$ cat config.mk
export PLATFORM = sky130hd
export DESIGN_NAME = xd_engine
export DESIGN_NICKNAME = d
export VERILOG_FILES = /design/src/rtl/xd_pkg.sv /design/src/rtl/xd_decode.sv /design/src/rtl/xd_eval.sv /design/src/rtl/xd_hold.sv /design/src/rtl/xd_engine.sv
export SDC_FILE = /design/constraint.sdc
export NUM_CORES = 1
export LEC_CHECK = 0
export BUFFER_PORTS_ARGS = -buffer_cell sky130_fd_sc_hd__buf_2
export CORE_MARGIN = 5
export CORE_UTILIZATION = 50
export DETAILED_ROUTE_END_ITERATION = 10
export PLACE_DENSITY = 0.81
export REMOVE_ABC_BUFFERS = 1
export SYNTH_ARGS = -nofsm -noshare
export SYNTH_HDL_FRONTEND = slang
export SYNTH_SLANG_ARGS = --single-unit
$ cat constraint.sdc
create_clock -name clk -period 4.1 [get_ports clk]
set_clock_uncertainty 0.15 [all_clocks]
set_input_delay 0.615 -clock clk [delete_from_list [all_inputs] [get_ports clk]]
set_output_delay 0.615 -clock clk [all_outputs]
set_load 0.03 [all_outputs]
$ cat src/rtl/xd_pkg.sv
package xd_pkg;
  localparam int CTRL_W  = 32;
  localparam int ALEN_W  = 11;

  // control word bit positions (decoded by the list walker)
  localparam int B_TMO    = 18;
  localparam int B_NAK    = 19;
  localparam int B_BABBLE = 20;
  localparam int B_STALL  = 22;
  localparam int B_ACTIVE = 23;
  localparam int B_IOC    = 24;
  localparam int B_ERR_LO = 27;
  localparam int B_ERR_HI = 28;
  localparam int B_SPD    = 29;

  localparam logic [7:0] PID_SETUP = 8'h2D;
  localparam logic [7:0] PID_IN    = 8'h69;
  localparam logic [7:0] PID_OUT   = 8'hE1;

  localparam logic [1:0] XC_OK   = 2'd0;
  localparam logic [1:0] XC_SKIP = 2'd1;
  localparam logic [1:0] XC_WAIT = 2'd2;
  localparam logic [1:0] XC_HALT = 2'd3;

  localparam logic [2:0] BR_ACK   = 3'd0;
  localparam logic [2:0] BR_NAK   = 3'd1;
  localparam logic [2:0] BR_STALL = 3'd2;
  localparam logic [2:0] BR_FAULT = 3'd3;
  localparam logic [2:0] BR_DEFER = 3'd4;

  typedef enum logic [1:0] {S_IDLE, S_CHECK, S_ISSUE, S_FIN} xd_state_e;

  // byte limit: field + 1, wrapping so that all-ones means zero bytes
  function automatic logic [ALEN_W-1:0] limit_of(input logic [ALEN_W-1:0] fld);
    return fld + ALEN_W'(1);
  endfunction

  // actual-length field written back: count - 1, wrapping
  function automatic logic [ALEN_W-1:0] actlen_of(input logic [ALEN_W-1:0] n);
    return n - ALEN_W'(1);
  endfunction
endpackage

$ cat src/rtl/xd_decode.sv
module xd_decode
  import xd_pkg::*;
(
  input  logic [31:0]       token,
  output logic [7:0]        pid,
  output logic [6:0]        dev,
  output logic [3:0]        ep,
  output logic              toggle,
  output logic [ALEN_W-1:0] max_len,
  output logic              pid_ok,
  output logic              pid_is_in
);
  assign pid       = token[7:0];
  assign dev       = token[14:8];
  assign ep        = token[18:15];
  assign toggle    = token[19];
  assign max_len   = limit_of(token[31:21]);
  assign pid_is_in = (pid == PID_IN);
  assign pid_ok    = pid_is_in || (pid == PID_OUT) || (pid == PID_SETUP);
endmodule

$ cat src/rtl/xd_eval.sv
module xd_eval
  import xd_pkg::*;
#(
  parameter int RLEN_W = 12
) (
  input  logic [CTRL_W-1:0] ctrl,
  input  logic              is_in,
  input  logic [ALEN_W-1:0] max_len,
  input  logic [2:0]        kind,
  input  logic [RLEN_W-1:0] rlen,
  output logic [CTRL_W-1:0] ctrl_new,
  output logic [1:0]        code,
  output logic              short_hit,
  output logic              err_limit
);
  logic [RLEN_W-1:0] max_ext;
  logic [RLEN_W-1:0] len_eff;
  logic              babble;
  logic [1:0]        err_cnt;
  logic [1:0]        err_dec;

  assign max_ext = RLEN_W'(max_len);
  assign babble  = is_in && (rlen > max_ext);
  assign len_eff = is_in ? rlen : max_ext;
  assign err_cnt = ctrl[B_ERR_HI:B_ERR_LO];
  assign err_dec = err_cnt - 2'd1;

  always_comb begin
    ctrl_new  = ctrl;
    code      = XC_SKIP;
    short_hit = 1'b0;
    err_limit = 1'b0;
    case (kind)
      BR_ACK: begin
        if (babble) begin
          ctrl_new[B_BABBLE] = 1'b1;
          ctrl_new[B_STALL]  = 1'b1;
          ctrl_new[B_ACTIVE] = 1'b0;
        end else begin
          ctrl_new[ALEN_W-1:0] = actlen_of(len_eff[ALEN_W-1:0]);
          ctrl_new[B_ACTIVE]   = 1'b0;
          ctrl_new[B_NAK]      = 1'b0;
          code                 = XC_OK;
          short_hit            = is_in && ctrl[B_SPD] && (len_eff < max_ext);
        end
      end
      BR_NAK: ctrl_new[B_NAK] = 1'b1;
      BR_STALL: begin
        ctrl_new[B_STALL]  = 1'b1;
        ctrl_new[B_ACTIVE] = 1'b0;
      end
      default: begin
        ctrl_new[B_TMO] = 1'b1;
        if (err_cnt != 2'd0) begin
          ctrl_new[B_ERR_HI:B_ERR_LO] = err_dec;
          if (err_dec == 2'd0) begin
            ctrl_new[B_ACTIVE] = 1'b0;
            err_limit          = 1'b1;
          end
        end
      end
    endcase
  end
endmodule

$ cat src/rtl/xd_hold.sv
module xd_hold #(
  parameter int RLEN_W = 12
) (
  input  logic              clk,
  input  logic              rst_n,
  input  logic              open_i,
  input  logic              consume_i,
  input  logic              cpl_valid,
  input  logic [2:0]        cpl_kind,
  input  logic [RLEN_W-1:0] cpl_len,
  output logic              busy_o,
  output logic              have_o,
  output logic [2:0]        kind_o,
  output logic [RLEN_W-1:0] len_o
);
  always_ff @(posedge clk or negedge rst_n) begin
    if (!rst_n) begin
      busy_o <= 1'b0;
      have_o <= 1'b0;
      kind_o <= '0;
      len_o  <= '0;
    end else if (consume_i) begin
      busy_o <= 1'b0;
      have_o <= 1'b0;
    end else if (open_i) begin
      busy_o <= 1'b1;
      have_o <= 1'b0;
    end else if (cpl_valid && busy_o && !have_o) begin
      have_o <= 1'b1;
      kind_o <= cpl_kind;
      len_o  <= cpl_len;
    end
  end
endmodule

$ cat src/rtl/xd_engine.sv
module xd_engine
  import xd_pkg::*;
#(
  parameter int RLEN_W = 12
) (
  input  logic              clk,
  input  logic              rst_n,
  input  logic              start,
  input  logic              resume,
  input  logic [31:0]       ctrl_in,
  input  logic [31:0]       token_in,
  output logic              ready,
  output logic              done,
  output logic [1:0]        res_code,
  output logic [31:0]       ctrl_out,
  output logic [2:0]        int_mask,
  output logic              hc_perr,
  output logic              outstanding,
  output logic              bus_req,
  output logic [7:0]        bus_pid,
  output logic [6:0]        bus_dev,
  output logic [3:0]        bus_ep,
  output logic              bus_toggle,
  output logic [10:0]       bus_len,
  input  logic              bus_rsp_valid,
  input  logic [2:0]        bus_rsp_kind,
  input  logic [RLEN_W-1:0] bus_rsp_len,
  input  logic              bus_cpl_valid,
  input  logic [2:0]        bus_cpl_kind,
  input  logic [RLEN_W-1:0] bus_cpl_len
);
  xd_state_e         st;
  logic [CTRL_W-1:0] ctrl_q;
  logic [31:0]       tok_q;
  logic              resume_q;
  logic              perr_q;
  logic [CTRL_W-1:0] res_ctrl;
  logic [1:0]        res_code_q;
  logic [2:0]        res_mask;

  logic              pid_ok, pid_is_in;
  logic [ALEN_W-1:0] max_len;
  logic              have;
  logic [2:0]        held_kind;
  logic [RLEN_W-1:0] held_len;
  logic [2:0]        ev_kind;
  logic [RLEN_W-1:0] ev_len;
  logic [CTRL_W-1:0] ev_ctrl;
  logic [1:0]        ev_code;
  logic              ev_short, ev_exh;

  // named internal events
  logic ioc, ev_skip, ev_fatal, ev_consume, ev_defer, ev_block;

  xd_decode u_dec (
    .token(tok_q), .pid(bus_pid), .dev(bus_dev), .ep(bus_ep),
    .toggle(bus_toggle), .max_len(max_len), .pid_ok(pid_ok), .pid_is_in(pid_is_in)
  );

  assign bus_len = max_len;
  assign ioc     = ctrl_q[B_IOC];

  assign ev_skip    = (st == S_CHECK) && !ctrl_q[B_ACTIVE];
  assign ev_fatal   = (st == S_CHECK) && ctrl_q[B_ACTIVE] && !pid_ok;
  assign ev_consume = (st == S_CHECK) && ctrl_q[B_ACTIVE] && pid_ok && resume_q && have;
  assign ev_block   = (st == S_CHECK) && ctrl_q[B_ACTIVE] && pid_ok && !ev_consume && outstanding;
  assign ev_defer   = (st == S_ISSUE) && bus_rsp_valid && (bus_rsp_kind == BR_DEFER);

  xd_hold #(.RLEN_W(RLEN_W)) u_hold (
    .clk(clk), .rst_n(rst_n), .open_i(ev_defer), .consume_i(ev_consume),
    .cpl_valid(bus_cpl_valid), .cpl_kind(bus_cpl_kind), .cpl_len(bus_cpl_len),
    .busy_o(outstanding), .have_o(have), .kind_o(held_kind), .len_o(held_len)
  );

  assign ev_kind = (st == S_ISSUE) ? bus_rsp_kind : held_kind;
  assign ev_len  = (st == S_ISSUE) ? bus_rsp_len  : held_len;

  xd_eval #(.RLEN_W(RLEN_W)) u_eval (
    .ctrl(ctrl_q), .is_in(pid_is_in), .max_len(max_len), .kind(ev_kind), .rlen(ev_len),
    .ctrl_new(ev_ctrl), .code(ev_code), .short_hit(ev_short), .err_limit(ev_exh)
  );

  always_ff @(posedge clk or negedge rst_n) begin
    if (!rst_n) begin
      st         <= S_IDLE;
      ctrl_q     <= '0;
      tok_q      <= '0;
      resume_q   <= 1'b0;
      perr_q     <= 1'b0;
      res_ctrl   <= '0;
      res_code_q <= XC_OK;
      res_mask   <= '0;
    end else begin
      case (st)
        S_IDLE: if (start) begin
          ctrl_q   <= ctrl_in;
          tok_q    <= token_in;
          resume_q <= resume;
          perr_q   <= 1'b0;
          st       <= S_CHECK;
        end
        S_CHECK: begin
          if (ev_skip || ev_fatal || ev_block) begin
            res_ctrl   <= ctrl_q;
            res_code_q <= ev_skip ? XC_SKIP : (ev_fatal ? XC_HALT : XC_WAIT);
            res_mask   <= {2'b00, ioc};
            perr_q     <= ev_fatal;
            st         <= S_FIN;
          end else if (ev_consume) begin
            res_ctrl   <= ev_ctrl;
            res_code_q <= ev_code;
            res_mask   <= {ev_exh, ev_short, ioc};
            st         <= S_FIN;
          end else begin
            st <= S_ISSUE;
          end
        end
        S_ISSUE: if (bus_rsp_valid) begin
          if (ev_defer) begin
            res_ctrl   <= ctrl_q;
            res_code_q <= XC_WAIT;
            res_mask   <= {2'b00, ioc};
          end else begin
            res_ctrl   <= ev_ctrl;
            res_code_q <= ev_code;
            res_mask   <= {ev_exh, ev_short, ioc};
          end
          st <= S_FIN;
        end
        S_FIN:   st <= S_IDLE;
        default: st <= S_IDLE;
      endcase
    end
  end

  assign ready    = (st == S_IDLE);
  assign done     = (st == S_FIN);
  assign bus_req  = (st == S_ISSUE);
  assign res_code = res_code_q;
  assign ctrl_out = res_ctrl;
  assign int_mask = res_mask;
  assign hc_perr  = done && perr_q;
endmodule

======== After elaboration in Yosys (flattened, before gate mapping) ========
Cells that the tools add are included.
cells by class
  add/subtract/negate cells ............... 3
  magnitude comparators ................... 2
  equality and inequality tests ........... 13
  multiplexer cells ....................... 54
  bitwise logic cells ..................... 2
  reduce and logical (&&, ||, !) cells .... 39
operators by type and width
  operator                                                               count
  32-bit 2-to-1 mux                                                      3
  32-bit case mux with 2 select lines                                    1
  29-bit 2-to-1 mux                                                      1
  12-bit 2-to-1 mux                                                      2
  1-bit 2-to-1 mux                                                       23
  11-bit 2-to-1 mux                                                      2
  2-bit 2-to-1 mux                                                       10
  1-bit logical AND                                                      16
  3-bit 2-to-1 mux                                                       5
  12-bit by 11-bit > comparator with 1-bit output                        1
  12-bit by 11-bit less-than comparator with 1-bit output                1
  11-bit by 1-bit adder with 11-bit output, second input constant        1
  11-bit by 1-bit subtractor with 11-bit output, second input constant   1
  3-bit AND reduction                                                    3
  8-bit by 6-bit equality test with 1-bit output, second input constant  1
  8-bit by 7-bit equality test with 1-bit output, second input constant  1
  8-bit equality test, second input constant                             1
  1-bit case mux with 2 select lines                                     4
  2-bit case mux with 4 select lines                                     1
  2-bit nonzero test                                                     4
  3-bit case mux with 2 select lines                                     1
  2-bit equality test, second input constant                             2
  1-bit zero test                                                        4
  2-bit zero test                                                        2
  other kinds (16)                                                       22
storage, ports and cells
  register bits after elaboration ......... 122

======== Logic depth before layout (Yosys ltp) ========
  depth after elaboration ................. 12
  gate-level depth with buffers ........... 16
  gate-level depth less buffers ........... 13

======== Hierarchy ========
A second synthesis with hierarchy kept.
unflattened totals
  cell total of the unflattened synthesis .. 725
  area, all modules ....................... 7598.5 um^2
by module, submodules not included
  module     times used  cells each  area an instance (um^2)  seq. area each (um^2)
  xd_engine  1           475         5290.1                   2627.5
  xd_eval    1           162         1288.7                   0.0
  xd_hold    1           39          648.1                    425.4
  xd_decode  1           49          371.6                    0.0

======== Worst setup path after synthesis ========
No wires, ideal clock.
  path kind ............................... reg-to-reg
  start point ............................. register st[0]
  end point ............................... register res_ctrl[2], in the netlist ctrl_out[2]
  setup time .............................. 0.124 ns
  arrival time ............................ 3.537 ns
  required time ........................... 3.826 ns
  setup slack ............................. 0.289 ns
  stages on the path, launching flop included .. 17
  period minus slack after synthesis ...... 3.811 ns
  path through ............................ dfrtp_1 inv_1 ha_1 buf_2 buf_2 buf_2 mux2_2 ha_1 nor2b_1 o21ai_0 o21ai_0 o311a_1 o2bb2ai_1 o21a_2 buf_6 o31ai_1 o21ai_1
between the ends
  elaborated cells between the ends (all ways) .. 33
RTL lines
  item                                                                                  line                                text
  from (decl)                                                                           xd_engine.sv:32                     xd_state_e st;
  from (signal assigned)                                                                xd_engine.sv:85                     st <= S_IDLE;
  from (signal assigned)                                                                xd_engine.sv:100                    st <= S_CHECK;
  from (signal assigned)                                                                xd_engine.sv:108                    st <= S_FIN;
  2-bit equality test (*)                                                               -
  via bus_req                                                                           xd_engine.sv:19                     output logic bus_req,
  12-bit 2-to-1 mux                                                                     xd_engine.sv:76                     assign ev_len = (st == S_ISSUE) ? bus_rsp_len : held_len;
  12-bit 2-to-1 mux or 12-bit by 11-bit > comparator with 1-bit output (tied branches)  xd_eval.sv:24, xd_eval.sv:23
  11-bit by 1-bit subtractor with 11-bit output or 1-bit logical AND (tied branches)    xd_pkg.sv:40, xd_eval.sv:23
  11-bit 2-to-1 mux                                                                     xd_eval.sv:35                       if (babble) begin
  11-bit 2-to-1 mux                                                                     xd_eval.sv:33                       case (kind)
  29-bit 2-to-1 mux or 32-bit 2-to-1 mux (tied branches)                                xd_engine.sv:119, xd_engine.sv:109
  32-bit 2-to-1 mux (on tied branches)                                                  xd_engine.sv:118, xd_engine.sv:103
  32-bit case mux with 2 select lines                                                   xd_engine.sv:94                     case (st)
  to (signal assigned)                                                                  xd_engine.sv:104                    res_ctrl <= ctrl_q;
  to (signal assigned)                                                                  xd_engine.sv:120                    res_ctrl <= ctrl_q;
  to (signal assigned)                                                                  xd_engine.sv:124                    res_ctrl <= ev_ctrl;
  to (decl)                                                                             xd_engine.sv:37                     logic [CTRL_W-1:0] res_ctrl;
The timed path passes the listed nets; every way through them passes the cells marked *. The select of a mux whose other input is x is not followed.
A chain may end at the register's enable or synchronous reset.

======== Worst setup path in the final report ========
  start point ............................. register st[0]
  end point ............................... register res_ctrl[10], in the netlist ctrl_out[10]
between the ends
  word-level cells in the longest chain between the ends .. 11
  elaborated cells between the ends (all ways) .. 33
RTL lines
  item                                                                                                    line              text
  parallel branches: the longest is 11 deep, another holds 11-bit by 1-bit subtractor with 11-bit output  -
  to (signal assigned)                                                                                    xd_engine.sv:104
  to (signal assigned)                                                                                    xd_engine.sv:110  res_ctrl <= ev_ctrl;
  to (signal assigned)                                                                                    xd_engine.sv:120
Parallel ways; which one is timed is not known. The select of a mux whose other input is x is not followed.

==> flow_results.org <==
** Min path
- Class of the most critical hold timing path :: in2async

** Detailed routing
- Via count :: about 5300
- Routed wire length per instance :: 16.9 um
- DRC marker count from the first detailed-route iteration :: 356
- For this run, the detailed router's first-pass iteration total came to 5.
- After detailed routing, the number of remaining DRC violations is 0.
- Detailed-route vias per instance :: 5.47
- For this block, the routed nets add up to 16.4 mm of wire.
- Number of nets still failing antenna checks after routing :: 0

** CTS
- For the worst-skew pair, the clock arrives at the later sink with an insertion delay of 0.41 ns.
- Clock-pin slew was measured on the worst setup and hold paths at 0.05 ns.
- The number of hold buffers added after CTS was 0.
- Number of sinks on the clock net :: 120
- Post-CTS setup repair buffer count :: 0
- The H-tree generated during clock tree synthesis spans 4 levels.
- Clock tree synthesis selected as its root buffer the cell sky130_fd_sc_hd__clkbuf_16.
- Post-CTS repair changed the size of 0 cells.
- Counting the buffers created by CTS gives 17.
- No sink is reached through more buffers than the 2 on the longest clock path.
- TritonCTS clock tree :: done

** Finish
- Layout overhead on the synthesized area :: 24.2%
- At the end of the flow, the number of nets in the layout was 905.
- Antenna diode count :: 0
- For this run, the share of the core covered by cells in the final layout is 0.640.
- Final std cell area, no fill :: 8140 um2
- In the final layout, the share of cells above drive strength 1 is 0.407.

** Floorplanning
- Die width :: 124 um
- IO Count :: 173
- FP Rows :: 41
- Height of the die :: around 120 um
- Initial cell density of the core :: 0.515
- The floorplan step defined a die boundary enclosing 15500 um2.
- The core region is between 10000 and 15000 um2.

** Setup path
- R2R setup slack :: 0.36 ns
- The endpoint identified for the worst register-to-register timing path is ctrl_out[10].
- Critical path capture point type :: register
- The worst register-to-register path begins at st[0].
- Kind of critical path :: reg2reg
- STA classifies the critical path startpoint as a register.
- Signal arrival time at the worst endpoint :: 3.88 ns
- Worst reg-to-reg path cell count :: 12
- Maximum fanout along the worst path :: 11
- Required time at the endpoint of the critical path :: 4.24 ns

** Placement
- At the placement stage, the worst setup path has a slack of 0.383 ns.
- The count of buffers added on input and output ports is 171.
- Once detailed placement completed, the half-perimeter wirelength came to between 10 and 15 mm.
- At the end of routability-driven placement, the weighted congestion stood at 0.884.
- Placed cell areas :: 7470 um2

** Job
- Number of max-cap violations :: 0

** Logic synthesis
- Post-synth top cells :: sky130_fd_sc_hd__dfrtp_1 (120), sky130_fd_sc_hd__mux2_2 (91), sky130_fd_sc_hd__nand2_1 (84), sky130_fd_sc_hd__nor2_1 (34), sky130_fd_sc_hd__a21oi_1 (28)
- Top-area cell type share of the netlist area :: 0.458
- The share of the Yosys chip area taken by registers is 0.458.
- Cell accounting for the most synthesized area :: sky130_fd_sc_hd__dfrtp_1
- Synthesis handed over a netlist of 628 instances.
- Yosys attributes the largest share of cell area to sky130_fd_sc_hd__dfrtp_1 (46%), sky130_fd_sc_hd__mux2_2 (16%), sky130_fd_sc_hd__nand2_1 (4.8%), sky130_fd_sc_hd__ha_1 (4.0%), sky130_fd_sc_hd__buf_4 (2.4%).
- Fraction of the mapped netlist area in compound gates :: 0.115
- Measured against the total synthesized area, the mux share comes to 0.169.
- By area, the combinational part of the netlist is dominated by multiplexers.
- Of the total synthesized cell area, the portion taken by full adders, half adders and majority gates is 0.0401.
- The synthesized design contains 0 enable-type register cells.
- Syn. warnings :: 0
- Simple-gate portion of the synthesized area :: 0.139
- Xor and xnor area share after synthesis :: 0.0214
- The average instance in the mapped netlist occupies 10.4 um2.
- Number of register bits inferred by synthesis :: 120
- Primary FF master, synth :: sky130_fd_sc_hd__dfrtp_1
- By instance count, the leading cell after synthesis is sky130_fd_sc_hd__dfrtp_1.
- After synthesis, the share of flip-flops with an asynchronous set or reset is 1.00.
- In this run, distinct cell masters in the synthesized netlist total 62.
- The mapped netlist covers 6550 um2.

** STA
- Max_slew headroom :: 0.376
- The worst path meets setup with about 0.36 ns of slack.
- Setup violations remaining at the end of the flow were counted as 0.
- Highest Clock Rate :: between 200 and 300 MHz
- Dividing the final minimum period by the clock period gives 0.911.
- Setup_tns :: 0 ns
- Tightest Pin Transition :: just over 0.9 ns
- Setup repair after global routing left no endpoint under its margin.
- Number of max-slew violations in the final report :: 0
- The clock period could shrink to 3.74 ns.
- Count of final hold-check violations :: 0

** GRT
- Initial antenna violation count :: 0
- For this run, the total global-route usage over all layers was measured as 0.212.
- Wire length of the first global-routing pass :: 27.1 mm
- Final global-route overflow total :: 0
- Number of global-route vias before repair :: 5475
- Pin count of the biggest net entering global routing :: 70

** Power
- Max rail drop VDD :: around 640 uV
- Total power divided by cell area :: a little over 1000 nW/um2
- Summed over all cells, the static leakage comes to 3.92 nW.

** Run status
- Result of the run :: finished, final reports clean
## worst max-delay path: stages (launching register included)
cell	delay [ns]
sky130_fd_sc_hd__dfrtp_1	0.42
sky130_fd_sc_hd__inv_1	0.10
sky130_fd_sc_hd__ha_1	0.36
sky130_fd_sc_hd__mux2_2	0.39
sky130_fd_sc_hd__ha_1	0.29
sky130_fd_sc_hd__nor2b_1	0.13
sky130_fd_sc_hd__o21ai_0	0.18
sky130_fd_sc_hd__o21ai_0	0.14
sky130_fd_sc_hd__o311a_1	0.30
sky130_fd_sc_hd__o2bb2ai_1	0.16
sky130_fd_sc_hd__o21ai_2	0.46
sky130_fd_sc_hd__nand2_2	0.14
sky130_fd_sc_hd__a311o_1	0.37
## metrics by stage
stage                     hold slack (ns)  cells  power, mW
final                               0.157    969       8.19
after global routing                0.223    969       8.80
after CTS                           0.199    969       8.24
after detailed placement            0.303    937       6.49
after global placement              0.290    937       6.36
after floorplan                     0.169    579       5.23
## logic make-up after synthesis
| family | count (synthesis) |
|---|---|
| simple gates | 188 |
| flops | 120 |
| compound gates | 114 |
| mux | 99 |
| buf+inv | 70 |
| fa+ha+maj | 21 |
| xor+xnor | 16 |
## worst max-delay path by stage
| stage | start | end | slack (ns) |
|---|---|---|---|
| 5_1_grt | tok_q[21] | ctrl_out[10] | 0.11 |
| 6_report | st[0] | ctrl_out[10] | 0.36 |
| 4_1_cts | st[0] | ctrl_out[10] | 0.36 |
| 2_1_floorplan | tok_q[2] | ctrl_out[10] | -0.30 |
| 3_5_place_dp | st[0] | ctrl_out[9] | 0.38 |
| 3_3_place_gp | st[0] | ctrl_out[9] | 0.51 |
## where the power goes
group	internal, mW	switching, mW	leakage, nW	total (mW)
Combinational	1.66	2.60	2.15	4.26
Sequential	1.79	0.447	1.44	2.24
Clock	1.15	0.538	0.323	1.69
Total	4.61	3.58	3.92	8.19
## state kept, by name, summed over array words and instances (netlist names)
name           count
ctrl_out          32
ctrl_q            32
int_mask           2
perr_q             1
res_code           2
resume_q           1
st                 2
tok_q             31
u_hold.busy_o      1
u_hold.have_o      1
u_hold.kind_o      3
u_hold.len_o      12
## cell type report
type                    count  area (um2)
repair buffers            186         971
multi-input cells         438        3210
well taps                 172         215
inverters                  21        78.8
clock buffers              19         443
fillers                  1121        4580
flip-flops and latches    120        3000
clock inverters            13         224
## layout by cell type, fill, tap and decap left out, drive strengths merged, types with 8 or more instances in the layout
master	n
nand2	86
nor2	34
o31ai	12
o21ai	36
ha	21
nand3	10
dfrtp	120
clkbuf	19
mux2i	8
xor2	10
mux2	91
buf	186
inv	22
a21oi	28
nor3	11
## metal layers
layer,share of wire,global-route usage,up-vias
met4,0.0098,0.0477,0
li1,-,-,2530
met2,0.49,0.359,174
met1,0.42,0.264,2575
met3,0.074,0.0720,19
met5,0,0,-
Power figures use the tool's default switching activity.
